===== src/rtl/dbg_reset_seq.sv =====
module dbg_reset_seq #(
  parameter int ARM_CYCLES = 4,
  parameter int HOLD_MIN   = 17,
  parameter int HOLD_MAX   = 42,
  parameter int CFG_W      = 6
) (
  input  logic             clk,
  input  logic             por_n,
  input  logic             cmd_assert,
  input  logic             cmd_negate,
  input  logic [CFG_W-1:0] hold_cfg,
  output logic             chip_rst,
  output logic [1:0]       status,
  output logic             wdt_ovf_clr
);

  localparam int CNT_MAX = (HOLD_MAX > ARM_CYCLES) ? HOLD_MAX : ARM_CYCLES;
  localparam int CNT_W   = $clog2(CNT_MAX + 1);

  typedef enum logic [1:0] {S_IDLE, S_ARM, S_ACTIVE, S_HOLD} st_t;

  st_t              st;
  logic [CNT_W-1:0] cnt;
  logic [CNT_W-1:0] hold_len;
  logic             pend;
  logic             clr_q;

  always_comb begin
    if (int'(hold_cfg) < HOLD_MIN)      hold_len = CNT_W'(HOLD_MIN);
    else if (int'(hold_cfg) > HOLD_MAX) hold_len = CNT_W'(HOLD_MAX);
    else                                hold_len = CNT_W'(hold_cfg);
  end

  always_ff @(posedge clk or negedge por_n) begin
    if (!por_n) begin
      st    <= S_IDLE;
      cnt   <= '0;
      pend  <= 1'b0;
      clr_q <= 1'b0;
    end else begin
      clr_q <= 1'b0;
      case (st)
        S_IDLE: if (cmd_assert) begin
          st   <= S_ARM;
          cnt  <= CNT_W'(ARM_CYCLES - 1);
          pend <= 1'b0;
        end
        S_ARM: begin
          if (cmd_negate) pend <= 1'b1;
          if (cnt == '0) begin
            clr_q <= 1'b1;
            pend  <= 1'b0;
            if (pend || cmd_negate) begin
              st  <= S_HOLD;
              cnt <= hold_len - CNT_W'(1);
            end else begin
              st  <= S_ACTIVE;
            end
          end else begin
            cnt <= cnt - CNT_W'(1);
          end
        end
        S_ACTIVE: if (cmd_negate) begin
          st  <= S_HOLD;
          cnt <= hold_len - CNT_W'(1);
        end
        S_HOLD: begin
          if (cnt == '0) st <= S_IDLE;
          else           cnt <= cnt - CNT_W'(1);
        end
        default: st <= S_IDLE;
      endcase
    end
  end

  assign chip_rst    = (st == S_ACTIVE) || (st == S_HOLD);
  assign status      = {chip_rst, chip_rst};
  assign wdt_ovf_clr = clr_q;

  logic [CNT_W:0] hold_age;
  always_ff @(posedge clk or negedge por_n) begin
    if (!por_n)            hold_age <= '0;
    else if (st == S_HOLD) hold_age <= hold_age + 1'b1;
    else                   hold_age <= '0;
  end

  a_r1_rise_after_arm: assert property (@(posedge clk) disable iff (!por_n)
    $rose(chip_rst) |-> $past(st) == S_ARM);

  a_r3_hold_window: assert property (@(posedge clk) disable iff (!por_n)
    $fell(chip_rst) |-> (int'(hold_age) >= HOLD_MIN && int'(hold_age) <= HOLD_MAX));

  a_r4_status_code: assert property (@(posedge clk) disable iff (!por_n)
    status == 2'b00 || status == 2'b11);

  a_r5_clr_on_rise: assert property (@(posedge clk) disable iff (!por_n)
    wdt_ovf_clr |-> $rose(chip_rst));

  a_r5_clr_single: assert property (@(posedge clk) disable iff (!por_n)
    wdt_ovf_clr |=> !wdt_ovf_clr);

  a_r6_idle_negate: assert property (@(posedge clk) disable iff (!por_n)
    (st == S_IDLE && !cmd_assert) |=> !chip_rst);

  a_r7_no_rearm: assert property (@(posedge clk) disable iff (!por_n)
    (st == S_ARM && cmd_assert && cnt != '0) |=> (st == S_ARM && cnt == $past(cnt) - CNT_W'(1)));

endmodule


===== config.mk =====
export PLATFORM = sky130hd
export DESIGN_NAME = dbg_reset_seq
export DESIGN_NICKNAME = d
export VERILOG_FILES = /design/src/rtl/dbg_reset_seq.sv
export SDC_FILE = /design/constraint.sdc
export NUM_CORES = 1
export LEC_CHECK = 0
export BUFFER_PORTS_ARGS = -buffer_cell sky130_fd_sc_hd__buf_2
export CAP_MARGIN = 20
export CORE_ASPECT_RATIO = 0.9
export CORE_MARGIN = 1.5
export CORE_UTILIZATION = 60
export DETAILED_ROUTE_END_ITERATION = 8
export PLACE_DENSITY_LB_ADDON = 0.25
export SYNTH_ARGS = -nofsm -noshare
export SYNTH_HDL_FRONTEND = slang
export SYNTH_SLANG_ARGS = --single-unit

===== constraint.sdc =====
create_clock -name clk -period 2.58 [get_ports clk]
set_input_delay 0.258 -clock clk [delete_from_list [all_inputs] [get_ports clk]]
set_output_delay 0.258 -clock clk [all_outputs]
set_load 0.05 [all_outputs]

### Yosys cells after proc, flatten, opt, wreduce, memory -nomap -nowiden

Index checks and enable logic that the tools add are counted.

| storage, ports and cells | value |
|---|---|
| register bits | 10 |
| bits of input ports | 10 |
| output and inout port bits | 4 |
| word-level logic and storage cells | 46 |

| operators by class | value |
|---|---|
| $add $sub $neg | 2 |
| magnitude comparators | 2 |
| eq/ne operators | 10 |
| muxes and demuxes | 20 |
| reduce and logical (&&, ||, !) cells | 8 |

Operators by type and width:

| kind | number |
|---|---|
| 2-to-1 mux 6 bit | 7 |
| one-hot mux 6 bit (4 select lines) | 1 |
| subtractor 6 x 1 -> 6 bit, second input constant | 2 |
| != test 2 bit, second input constant | 5 |
| 2-to-1 mux 2 bit | 4 |
| one-hot mux 2 bit (4 select lines) | 1 |
| AND reduction 4 bit | 2 |
| greater-than comparator 6 bit, second input constant | 1 |
| logical NOT 6 bit | 1 |
| < comparator 6 x 5 -> 1 bit, second input constant | 1 |
| 2-to-1 mux 1 bit | 6 |
| != test 3 bit, second input constant | 2 |
| == test 2 bit, second input constant | 2 |
| AND reduction 3 bit | 1 |
| == test 2 x 1 -> 1 bit, second input constant | 1 |
| logical NOT 2 bit | 1 |
| logical OR 1 bit | 2 |
| one-hot mux 1 bit (2 select lines) | 1 |
| nonzero test 2 bit | 1 |

### Depth between registers and ports, before layout

Gate-level depths: netlist of run 1.

| logic depth | value |
|---|---|
| depth after elaboration | 7 |
| depth in mapped cells | 10 |
| depth with buffers taken out | 9 |

### Least setup slack after synthesis of run 1

OpenSTA, ideal clock, no wires.

| path | value |
|---|---|
| path type | input-to-reg |
| from | input port hold_cfg[4] |
| to | register cnt[1] |
| setup time | 0.133 ns |
| data arrival time | 1.710 ns |
| data required time | 2.447 ns |
| path slack | 0.737 ns |
| stages on the path | 8 |
| buffers on the path | 1 |
| path through | clkbuf_1 -> nand2b_1 -> a221oi_1 -> inv_1 -> ha_1 -> mux2i_1 -> a2111oi_2 -> a21oi_1 |

| on the way | value |
|---|---|
| word-level cells in the longest chain between the ends | 7 |
| elaborated cells on any way between the ends | 9 |
| classes of those cells | 1 x add/sub; 2 x order compare; 6 x mux |

Ends and longest elaborated chain:

| element | RTL line | RTL |
|---|---|---|
| start: declaration | 11 | `input logic [CFG_W-1:0] hold_cfg,` |
| greater-than comparator 6 bit | 30 | `else if (int'(hold_cfg) > HOLD_MAX) hold_len = CNT_W'(HOLD_MAX);` |
| 2-to-1 mux 6 bit | 30 |  |
| 2-to-1 mux 6 bit (*) | 29 | `if (int'(hold_cfg) < HOLD_MIN) hold_len = CNT_W'(HOLD_MIN);` |
| subtractor 6 x 1 -> 6 bit (*) | 55, 65 |  |
| 2-to-1 mux 6 bit | 53 | `if (pend \|\| cmd_negate) begin` |
| 2-to-1 mux 6 bit | 50 | `if (cnt == '0) begin` |
| one-hot mux 6 bit (4 select lines) (*) | 42 | `case (st)` |
| end signal: assignment | 45 | `cnt <= CNT_W'(ARM_CYCLES - 1);` |
| end signal: assignment | 55 | `cnt <= hold_len - CNT_W'(1);` |
| end signal: assignment | 65 | `cnt <= hold_len - CNT_W'(1);` |
| end: declaration | 23 | `logic [CNT_W-1:0] cnt;` |

Every way passes the cells marked *; elsewhere a longest branch is shown, timed or not. The select of a mux whose other input is x is not followed.
A chain may end at the register's enable or synchronous reset.

### Final worst setup path of run 1

| path | value |
|---|---|
| from | register st[0] |
| to | register cnt[5] |

| on the way | value |
|---|---|
| word-level cells in the longest chain between the ends | 3 |
| elaborated cells on any way between the ends | 10 |
| classes of those cells | 7 x eq/ne; 1 x mux; 2 x reduce/logical |

Ends and longest elaborated chain:

| element | RTL line | RTL |
|---|---|---|
| start: declaration | 22 | `st_t st;` |
| start signal: assignment | 36 | `st <= S_IDLE;` |
| start signal: assignment | 44 | `st <= S_ARM;` |
| start signal: assignment | 54 | `st <= S_HOLD;` |
| == test 2 x 1 -> 1 bit, or another cell as far along | 42 |  |
| != test 3 bit (no line) / != test 2 bit (equally long branches) | - |  |
| AND reduction 4 bit (no line) | - |  |
| end signal: assignment | 45 |  |
| end signal: assignment | 55 |  |
| end signal: assignment | 60 | `cnt <= cnt - CNT_W'(1);` |

Several ways; a longest one is shown, not always the timed one.

==> qor.yml, run 1 <==
floorplan:
  coreArea_mm2: 0.00150
  io_pins: 14
  start_util: 0.660
  die_w_um: 45.8
  die-area_mm2: 0.00190
  die-height_um: 41.5
  rows: 13
layout:
  synthToLayoutAreaGrowth_pct: 10.1
  antennaDiodeCount: 0
  design_area_mm2: 0.00109
  fin_cells: 157
  fillers: 125
  final_common_cell: "buf_2"
  nNetsFinal: 154
  most-common-layout-cells: "buf_2 (13), inv_1 (11), a21oi_1 (11), nand2_1 (10), dfrtp_1 (10)"
  drive_gt1_frac: 0.163
worst_setup_path:
  startpoint: "st[0]$_DFFE_PN0P_"
  crit_slowest_cell: "dfrtp_1"
  cp.arrival_ps: 2190
  start_kind: "register"
  critPathCaptureType: "register"
  crit_buf_inv: 1
  critPathTopFamily: "compound AO/OA/AOI/OAI gates"
  crit_path_max_fanout: 10
  cpPeakStageDelay_ps: 440
  crit_required_ps: 2770
  critPathKind: "register to register"
  r2r-start: "st[0]$_DFFE_PN0P_"
  crit_chain: "inv_1, ha_1, nor2b_1, a21oi_1, o21ai_4, or3_1, o221ai_1"
sta:
  setup_viol: 0
  tns_ps: 0
  fin_crit_sh: 0.773
  finalMaxSlewViolations: 0
  clock_skew_ps: 3.09
  hold_violations: 0
  fmax_ghz: 0.501
  hold_slack_ps: 333
  setup_slack_ps: 585
  relSlewSlack: 0.718
  fin_crit_ps: 2000
  rsz0062_at_grt: "false"
  worst_slew_pin_slew_ps: 423
routing:
  drt-initial-drc-count: 39
  via_count: 948
  drc: 0
  first_pass_iters: 4
  post_drt_wl_per_cell_um: 14.5
  viasPerCell: 6.04
  ant_nets: 0
  drt-total-wl_um: 2270
pwr:
  p_leak_uw: 0.000497
  peakVddDrop_uv: 952
  p_per_area_mw_per_mm2: 1290
worst_hold_path:
  hold_path.class: "input port to register"
  holdCritStartpoint: "cmd_assert"
logic_synthesis:
  ys_async_sr_fraction: 1.00
  synth_area_um2: 987
  synth-seq-cells: 10
  synth_edf_count: 0
  synthFlopType: "dfrtp_1"
  ys_seq_area_frac: 0.253
  synth_cells: 123
  synth_cell_types: 43
  yosysWarnings: 0
  mappedNetlistNets: 141
  avgSynthCellArea_um2: 8.03
cts:
  post_cts_buffers: 0
  root_buffer: "clkbuf_4"
  clock_latency_ps: 270
  cts_tree: "built"
  clk_pin_slew_ps: 70
  clock-sinks: 10
  cts-htree-levels: 1
  cts_made_buffers: 3
  clock_path_buffers: 2
grt:
  grt_max_degree: 12
  grt_pass1_vias: 874
  grt_pass1_wl_um: 3880
  grt_remaining_overflow: 0
  grt.total_usage: 0.277
  antenna_found_initial: 0
placement:
  dp_hpwl_um: 1740
  io_buffers: 13
  place_inst: 152
  place_area_mm2: 0.00104
  pre_cts_slack_ps: 568
  place.gp.congestion: 0.942
job:
  cap_violations: 0
outcome:
  outcome: "complete, no violations"
==> kinds of logic (layout without fill, tap and decap cells) <==
kind of cell             Yosys count  after routing  share of synthesized area
AND/OR/NAND/NOR                   39             39                      0.205
multiplexers                       2              2                     0.0203
AO/OA/AOI/OAI                     43             43                      0.303
flip-flops                        10             10                      0.253
buffers and inverters             17             29                     0.0811
XOR/XNOR                           4              4                     0.0355
adder cells (fa/ha/maj)            8              8                      0.101
==> Yosys cell counts, drive strengths merged, types with 2 or more instances <==
master / count / area (um2)
ha: 8 / 100
dfrtp: 10 / 250
clkbuf: 2 / 7.51
a32oi: 2 / 17.5
o21ai: 11 / 66.3
nand2: 10 / 37.5
o31a: 2 / 17.5
mux2i: 2 / 20.0
o22ai: 2 / 12.5
a21oi: 11 / 55.1
xor2: 4 / 35.0
nor2b: 3 / 18.8
nor2: 9 / 33.8
a211oi: 2 / 15.0
o221ai: 2 / 17.5
buf: 4 / 31.3
nor3: 4 / 25.0
nand2b: 4 / 25.0
nor3b: 2 / 15.0
inv: 11 / 41.3
==> sequential cells by signal, summed over array words and instances, names as in the netlist <==
register     cells
cnt              6
st               2
pend             1
wdt_ovf_clr      1
==> final cells by class <==
cell class              instances  area, um2  share of cell area
multi-input cells              96        657               0.604
flip-flops and latches         10        250               0.230
repair buffers                 14       75.1              0.0690
inverters                      11       41.3              0.0380
clock buffers                   4       36.3              0.0334
well taps                      22       27.5              0.0253
==> metrics by stage <==
step	power, uW	util
after global placement	1220	0.696
final	1410	0.727
after floorplan	1080	-
after CTS	1390	0.727
after detailed placement	1240	0.696
after global routing	1520	0.727
==> worst paths after layout <==
| path | endpoint | slack (ps) | cells past startpoint |
|---|---|---|---|
| max | cnt[5]$_DFFE_PN0P_ | 580 | 7 |
| min reg2reg | cnt[4]$_DFFE_PN0P_ | 570 | 2 |
| max in group asynchronous | st[1]$_DFFE_PN0P_ | 2000 | 2 |
| max reg2reg | cnt[5]$_DFFE_PN0P_ | 580 | 7 |
| min in group asynchronous | cnt[3]$_DFFE_PN0P_ | 380 | 2 |
| min | pend$_DFFE_PN0P_ | 330 | 3 |
==> layer usage <==
metal  vias up  GRT usage  part of all wire
met1       434      0.399              0.47
li1        470          -                 -
met4         0      0.114            0.0053
met2        42      0.386              0.43
met3         2     0.0739             0.095
met5         -          0                 0
==> power breakdown <==
part / total (uW) / switching [uW] / internal (uW)
sequential: 295 / 68.0 / 226
clock: 145 / 59.2 / 85.9
combinational: 966 / 617 / 350
total: 1410 / 744 / 662
==> tightest hold or removal path, stage by stage <==
cell	delay, ps
buf_2	90
a21oi_1	60
o221ai_1	150
==> timing repair <==
| item | 4_1_cts | 5_1_grt |
|---|---|---|
| hold endpoints to repair | 10 | 0 |
| gates resized for setup | 0 | 0 |
| hold buffers | 1 | 0 |
No activity file was read; power rests on OpenSTA's default activity.
==> inputs of run 2 (changes only) <==
--- a/config.mk
+++ b/config.mk
@@ -9,7 +9,7 @@
 export CAP_MARGIN = 20
 export CORE_ASPECT_RATIO = 0.9
 export CORE_MARGIN = 1.5
-export CORE_UTILIZATION = 60
+export CORE_UTILIZATION = 56
 export DETAILED_ROUTE_END_ITERATION = 8
 export PLACE_DENSITY_LB_ADDON = 0.25
 export SYNTH_ARGS = -nofsm -noshare
==> constraint.sdc (replaced) <==
create_clock -name clk -period 1.95 [get_ports clk]
set_input_delay 0.195 -clock clk [delete_from_list [all_inputs] [get_ports clk]]
set_output_delay 0.195 -clock clk [all_outputs]
set_load 0.05 [all_outputs]
==> qor.yml, run 2 (synthesized netlist as in run 1, its figures left out) <==
outcome:
  outcome: "complete, no violations"  # unchanged
sta:
  hold_slack_ps: 252  # was 333 ps
  fin_crit_sh: 0.915  # was 0.773
  finalMaxSlewViolations: 0  # unchanged
  relSlewSlack: 0.747  # was 0.718
  clock_skew_ps: 17.5  # was 3.09 ps
  fin_crit_ps: 1780  # was 2000 ps
  setup_viol: 0  # unchanged
  fmax_ghz: 0.561  # was 0.501 GHz
  rsz0062_at_grt: "false"  # unchanged
  hold_violations: 0  # unchanged
  worst_slew_pin_slew_ps: 380  # was 423 ps
worst_setup_path:
  crit_path_max_fanout: 4  # was 10
  start_kind: "register"  # unchanged
  crit_required_ps: 2110  # was 2770 ps
  critPathCaptureType: "register"  # unchanged
  cp.arrival_ps: 1940  # was 2190 ps
  regToRegSetupSlack_ps: 170  # was 580 ps
  critPathKind: "register to register"  # unchanged
cts:
  clock_latency_ps: 280  # was 270 ps
  root_buffer: "clkbuf_4"  # unchanged
  clock_path_buffers: 2  # unchanged
  cts_tree: "built"  # unchanged
  cts_made_buffers: 3  # unchanged
  cts-htree-levels: 1  # unchanged
  clk_pin_slew_ps: 90  # was 70 ps
  clock-sinks: 10  # unchanged
  post_cts_buffers: 0  # unchanged
layout:
  fin_util: 0.689  # was 0.727
  design_area_mm2: 0.00115  # was 0.00109 mm2
  regMostFlops: "cnt"  # unchanged
  largest_register_ffs: 6  # unchanged
  final_common_cell: "buf_2"  # unchanged
  reg_top3: "cnt: 6 flops, st: 2 flops"  # unchanged
  drive_gt1_frac: 0.218  # was 0.163
  synthToLayoutAreaGrowth_pct: 16.2  # was 10.1%
  most-common-layout-cells: "buf_2 (13), inv_1 (11), a21oi_1 (10), nand2_1 (10), dfrtp_1 (10)"  # was buf_2 (13), inv_1 (11), a21oi_1 (11), nand2_1 (10), dfrtp_1 (10)
  fin_cells: 166  # was 157
  antennaDiodeCount: 0  # unchanged
  nNetsFinal: 161  # was 154
floorplan:
  start_util: 0.593  # was 0.660
  rows: 14  # was 13
  io_pins: 14  # unchanged
  die_w_um: 47.3  # was 45.8 um
  coreArea_mm2: 0.00166  # was 0.00150 mm2
  die-area_mm2: 0.00202  # was 0.00190 mm2
  die-height_um: 42.8  # was 41.5 um
grt:
  grt.total_usage: 0.277  # about the same
  antenna_found_initial: 0  # unchanged
  grt_pass1_wl_um: 4010  # was 3880 um
  grt_remaining_overflow: 0  # unchanged
  grt_pass1_vias: 961  # was 874
  grt_max_degree: 11  # was 12
pwr:
  finalPower_uw: 1940  # was 1410 uW
  p_per_area_mw_per_mm2: 1690  # was 1290 mW/mm2
  p_leak_uw: 0.000531  # was 0.000497 uW
  peakVddDrop_uv: 940  # was 952 uV
placement:
  place_inst: 161  # was 152
  dp_hpwl_um: 1750  # was 1740 um
  io_buffers: 13  # unchanged
  place_area_mm2: 0.00110  # was 0.00104 mm2
  place.gp.congestion: 0.927  # was 0.942
job:
  cap_violations: 0  # unchanged
routing:
  viasPerCell: 5.79  # was 6.04
  first_pass_iters: 4  # unchanged
  drt-initial-drc-count: 31  # was 39
  via_count: 961  # was 948
  ant_nets: 0  # unchanged
  drc: 0  # unchanged
  post_drt_wl_per_cell_um: 13.8  # was 14.5 um
  drt-total-wl_um: 2280  # was 2270 um
worst_hold_path:
  hold_path.class: "input port to register"  # unchanged
## run 2: cell types whose count changed in the layout (fill, tap and decap cells not counted)
cell     previous run  this run
and2_1              1         0
buf_4               0         7
and2_2              0         1
a21oi_1            11        10
a21oi_2             0         1
## run 2: where the power goes
group | leakage [uW] | switching [uW] | total [uW] | internal, uW
Combinational | 0.000385 | 836 | 1360 | 528
Clock | 0.0000210 | 87.0 | 201 | 114
Sequential | 0.000125 | 78.0 | 378 | 300
## run 2: critical path, cell delays in order, from the launching register on
cell     delay (ps)
dfrtp_1         400
inv_1           120
ha_1            160
nor2b_1         140
nand2_1         160
a21oi_1         300
o22ai_1         140
o31a_1          250
## run 2: repair_timing
item	in CTS	in global routing
setup endpoints to repair	0	3
resized for setup	0	2
hold buffers	1	0
hold endpoints to repair	10	0
## run 2: final timing paths
check | startpoint | end | depth (start not counted)
max reg2reg | cnt[0]$_DFFE_PN0P_ | cnt[0]$_DFFE_PN0P_ | 7
max in group asynchronous | por_n | cnt[0]$_DFFE_PN0P_ | 2
min reg2reg | cnt[5]$_DFFE_PN0P_ | cnt[5]$_DFFE_PN0P_ | 2
max | cnt[0]$_DFFE_PN0P_ | cnt[0]$_DFFE_PN0P_ | 7
min in group asynchronous | por_n | cnt[5]$_DFFE_PN0P_ | 2
min | cmd_assert | pend$_DFFE_PN0P_ | 3
## run 2: metal layers
metal | vias to the layer above | GRT usage | wire length (um)
li1 | 478 | - | -
met1 | 444 | 0.367 | 1100
met2 | 37 | 0.414 | 1000
met3 | 2 | 0.0936 | 160
met4 | 0 | 0.0944 | 19
met5 | - | 0 | 0
## run 2: area by class of cell
class	count	area (um2)
Fill cell	143	517
Timing Repair Buffer	21	128
Multi-Input combinational cell	96	662
Tap cell	24	30.0
Clock buffer	4	36.3
Inverter	11	41.3
Sequential cell	10	250
## run 2: per-stage QoR
| step | setup slack (ps) | setup TNS, ps |
|---|---|---|
| 2_1_floorplan | 170 | 0 |
| 3_3_place_gp | 74.3 | 0 |
| 3_5_place_dp | -46.1 | -58.1 |
| 4_1_cts | 56.8 | 0 |
| 5_1_grt | 24.3 | 0 |
| 6_report | 166 | 0 |
==> inputs of run 3 (changes only) <==
--- a/config.mk
+++ b/config.mk
@@ -8,9 +8,10 @@
 export BUFFER_PORTS_ARGS = -buffer_cell sky130_fd_sc_hd__buf_2
 export CAP_MARGIN = 20
 export CORE_ASPECT_RATIO = 0.9
-export CORE_MARGIN = 1.5
+export CORE_MARGIN = 3
 export CORE_UTILIZATION = 56
 export DETAILED_ROUTE_END_ITERATION = 8
+export HOLD_SLACK_MARGIN = 0.06
 export PLACE_DENSITY_LB_ADDON = 0.25
 export SYNTH_ARGS = -nofsm -noshare
 export SYNTH_HDL_FRONTEND = slang
==> qor.yml, run 3 (synthesized netlist as in run 1, its figures left out) <==
worst_setup_path:
  cpPeakStageDelay_ps: 390  # was 400 ps
  crit_required_ps: 2090  # was 2110 ps
  start_kind: "register"  # unchanged
  critPathCaptureType: "register"  # unchanged
  r2r-start: "st[1]$_DFFE_PN0P_"  # was cnt[0]$_DFFE_PN0P_
  crit_buf_inv: 1  # unchanged
  crit_slowest_cell: "dfrtp_1"  # unchanged
  reg2reg_depth: 7  # unchanged
  regToRegSetupSlack_ps: 170  # about the same
  worstReg2RegEnd: "cnt[1]$_DFFE_PN0P_"  # was cnt[0]$_DFFE_PN0P_
  critPathKind: "register to register"  # unchanged
  crit_path_max_fanout: 10  # was 4
  crit_chain: "inv_1, ha_1, nor2b_1, a21oi_2, o21ai_4, a2111oi_2, a21oi_1"  # was inv_1, ha_1, nor2b_1, nand2_1, a21oi_1, o22ai_1, o31a_1
  critPathTopFamily: "compound AO/OA/AOI/OAI gates"  # unchanged
  cp.arrival_ps: 1920  # was 1940 ps
cts:
  cts_tree: "built"  # unchanged
  clock_path_buffers: 2  # unchanged
  cts-htree-levels: 1  # unchanged
  cts_made_buffers: 3  # unchanged
  clock-sinks: 10  # unchanged
  clk_pin_slew_ps: 60  # was 90 ps
  root_buffer: "clkbuf_4"  # unchanged
  clock_latency_ps: 270  # was 280 ps
sta:
  finalMaxSlewViolations: 0  # unchanged
  fmax_ghz: 0.562  # was 0.561 GHz
  rsz0062_at_grt: "true"  # was false
  clock_skew_ps: 2.35  # was 17.5 ps
  worst_slew_pin_slew_ps: 327  # was 380 ps
  setup_viol: 0  # unchanged
  relSlewSlack: 0.782  # was 0.747
  hold_slack_ps: 283  # was 252 ps
  fin_crit_ps: 1780  # about the same
  fin_crit_sh: 0.912  # was 0.915
  hold_violations: 0  # unchanged
pwr:
  finalPower_uw: 1930  # was 1940 uW
  p_leak_uw: 0.000536  # was 0.000531 uW
  peakVddDrop_uv: 1050  # was 940 uV
  p_per_area_mw_per_mm2: 1670  # was 1690 mW/mm2
floorplan:
  io_pins: 14  # unchanged
  die_w_um: 50.3  # was 47.3 um
  start_util: 0.639  # was 0.593
  coreArea_mm2: 0.00155  # was 0.00166 mm2
  die-height_um: 45.8  # was 42.8 um
  rows: 13  # was 14
  die-area_mm2: 0.00230  # was 0.00202 mm2
layout:
  synthToLayoutAreaGrowth_pct: 16.7  # was 16.2%
  most-common-layout-cells: "buf_2 (13), inv_1 (11), a21oi_1 (10), nand2_1 (10), dfrtp_1 (10)"  # unchanged
  largest_register_ffs: 6  # unchanged
  design_area_mm2: 0.00115  # about the same
  fin_cells: 165  # was 166
  nNetsFinal: 162  # was 161
  fillers: 116  # was 143
  regMostFlops: "cnt"  # unchanged
  antennaDiodeCount: 0  # unchanged
  final_common_cell: "buf_2"  # unchanged
  reg_top3: "cnt: 6 flops, st: 2 flops"  # unchanged
  drive_gt1_frac: 0.224  # was 0.218
routing:
  post_drt_wl_per_cell_um: 14.2  # was 13.8 um
  drc: 0  # unchanged
  first_pass_iters: 4  # unchanged
  drt-initial-drc-count: 40  # was 31
  ant_nets: 0  # unchanged
  viasPerCell: 5.91  # was 5.79
  via_count: 975  # was 961
  drt-total-wl_um: 2350  # was 2280 um
grt:
  grt_remaining_overflow: 0  # unchanged
  grt_pass1_vias: 890  # was 961
  grt_pass1_wl_um: 3870  # was 4010 um
  antenna_found_initial: 0  # unchanged
  grt_max_degree: 11  # unchanged
  grt.total_usage: 0.228  # was 0.277
worst_hold_path:
  hold_path_end: "pend$_DFFE_PN0P_"  # unchanged
  hold_depth: 3  # unchanged
  hold_path.class: "input port to register"  # unchanged
  holdCritStartpoint: "cmd_assert"  # unchanged
placement:
  place_area_mm2: 0.00110  # about the same
  io_buffers: 13  # unchanged
  place.gp.congestion: 0.926  # was 0.927
  dp_hpwl_um: 1800  # was 1750 um
  place_inst: 160  # was 161
outcome:
  outcome: "complete, no violations"  # unchanged
job:
  cap_violations: 0  # unchanged
run 3: changes by cell type in the layout (fill, tap and decap cells not counted):
cell,before,now
buf_4,7,8
run 3: worst min-delay path: stages:
cell      delay (ps)
buf_2            100
a21oi_1           70
o221ai_1         150
run 3: layout make-up:
class                      instances  area (um2)  share of cell area
clock buffer                       4        36.3              0.0315
inverter                          11        41.3              0.0358
multi-input combinational         96         662               0.574
sequential                        10         250               0.217
tap                               22        27.5              0.0239
timing repair buffer              22         135               0.117
run 3: how the worst max path moves through the flow:
stage	start	to	slack [ps]	cells past startpoint
after global placement	hold_cfg[1]	cnt[1]$_DFFE_PN0P_	50	9
after detailed placement	hold_cfg[1]	cnt[1]$_DFFE_PN0P_	10	9
final	st[1]$_DFFE_PN0P_	cnt[1]$_DFFE_PN0P_	170	7
after global routing	cnt[0]$_DFFE_PN0P_	cnt[1]$_DFFE_PN0P_	-8	7
after floorplan	hold_cfg[4]	cnt[1]$_DFFE_PN0P_	170	8
after CTS	st[1]$_DFFE_PN0P_	cnt[5]$_DFFE_PN0P_	70	7
run 3: per-stage QoR:
stage | TNS (ps) | setup WS (ps) | utilization
after floorplan | 0 | 170 | -
after global placement | 0 | 54.7 | 0.713
after detailed placement | 0 | 12.3 | 0.713
after CTS | 0 | 72.9 | 0.743
after global routing | -8.31 | -8.31 | 0.746
final | 0 | 171 | 0.746
run 3: layer usage:
metal | wire length, um | vias up | GRT usage
li1 | - | 486 | -
met1 | 1050 | 440 | 0.287
met2 | 1050 | 45 | 0.372
met3 | 214 | 4 | 0.0689
met4 | 29 | 0 | 0.0773
met5 | 0 | - | 0
run 3: power breakdown:
group | total [uW] | switching, uW | internal [uW]
clock | 184 | 70.6 | 113
combinational | 1370 | 840 | 526
sequential | 378 | 78.4 | 300
total | 1930 | 989 | 940
run 3: what timing repair did:
action,CTS,global route
endpoints found under the hold margin,10,0
endpoints found under the setup margin,0,3
buffers inserted,0,0
resized for setup,0,2
hold buffers,1,0
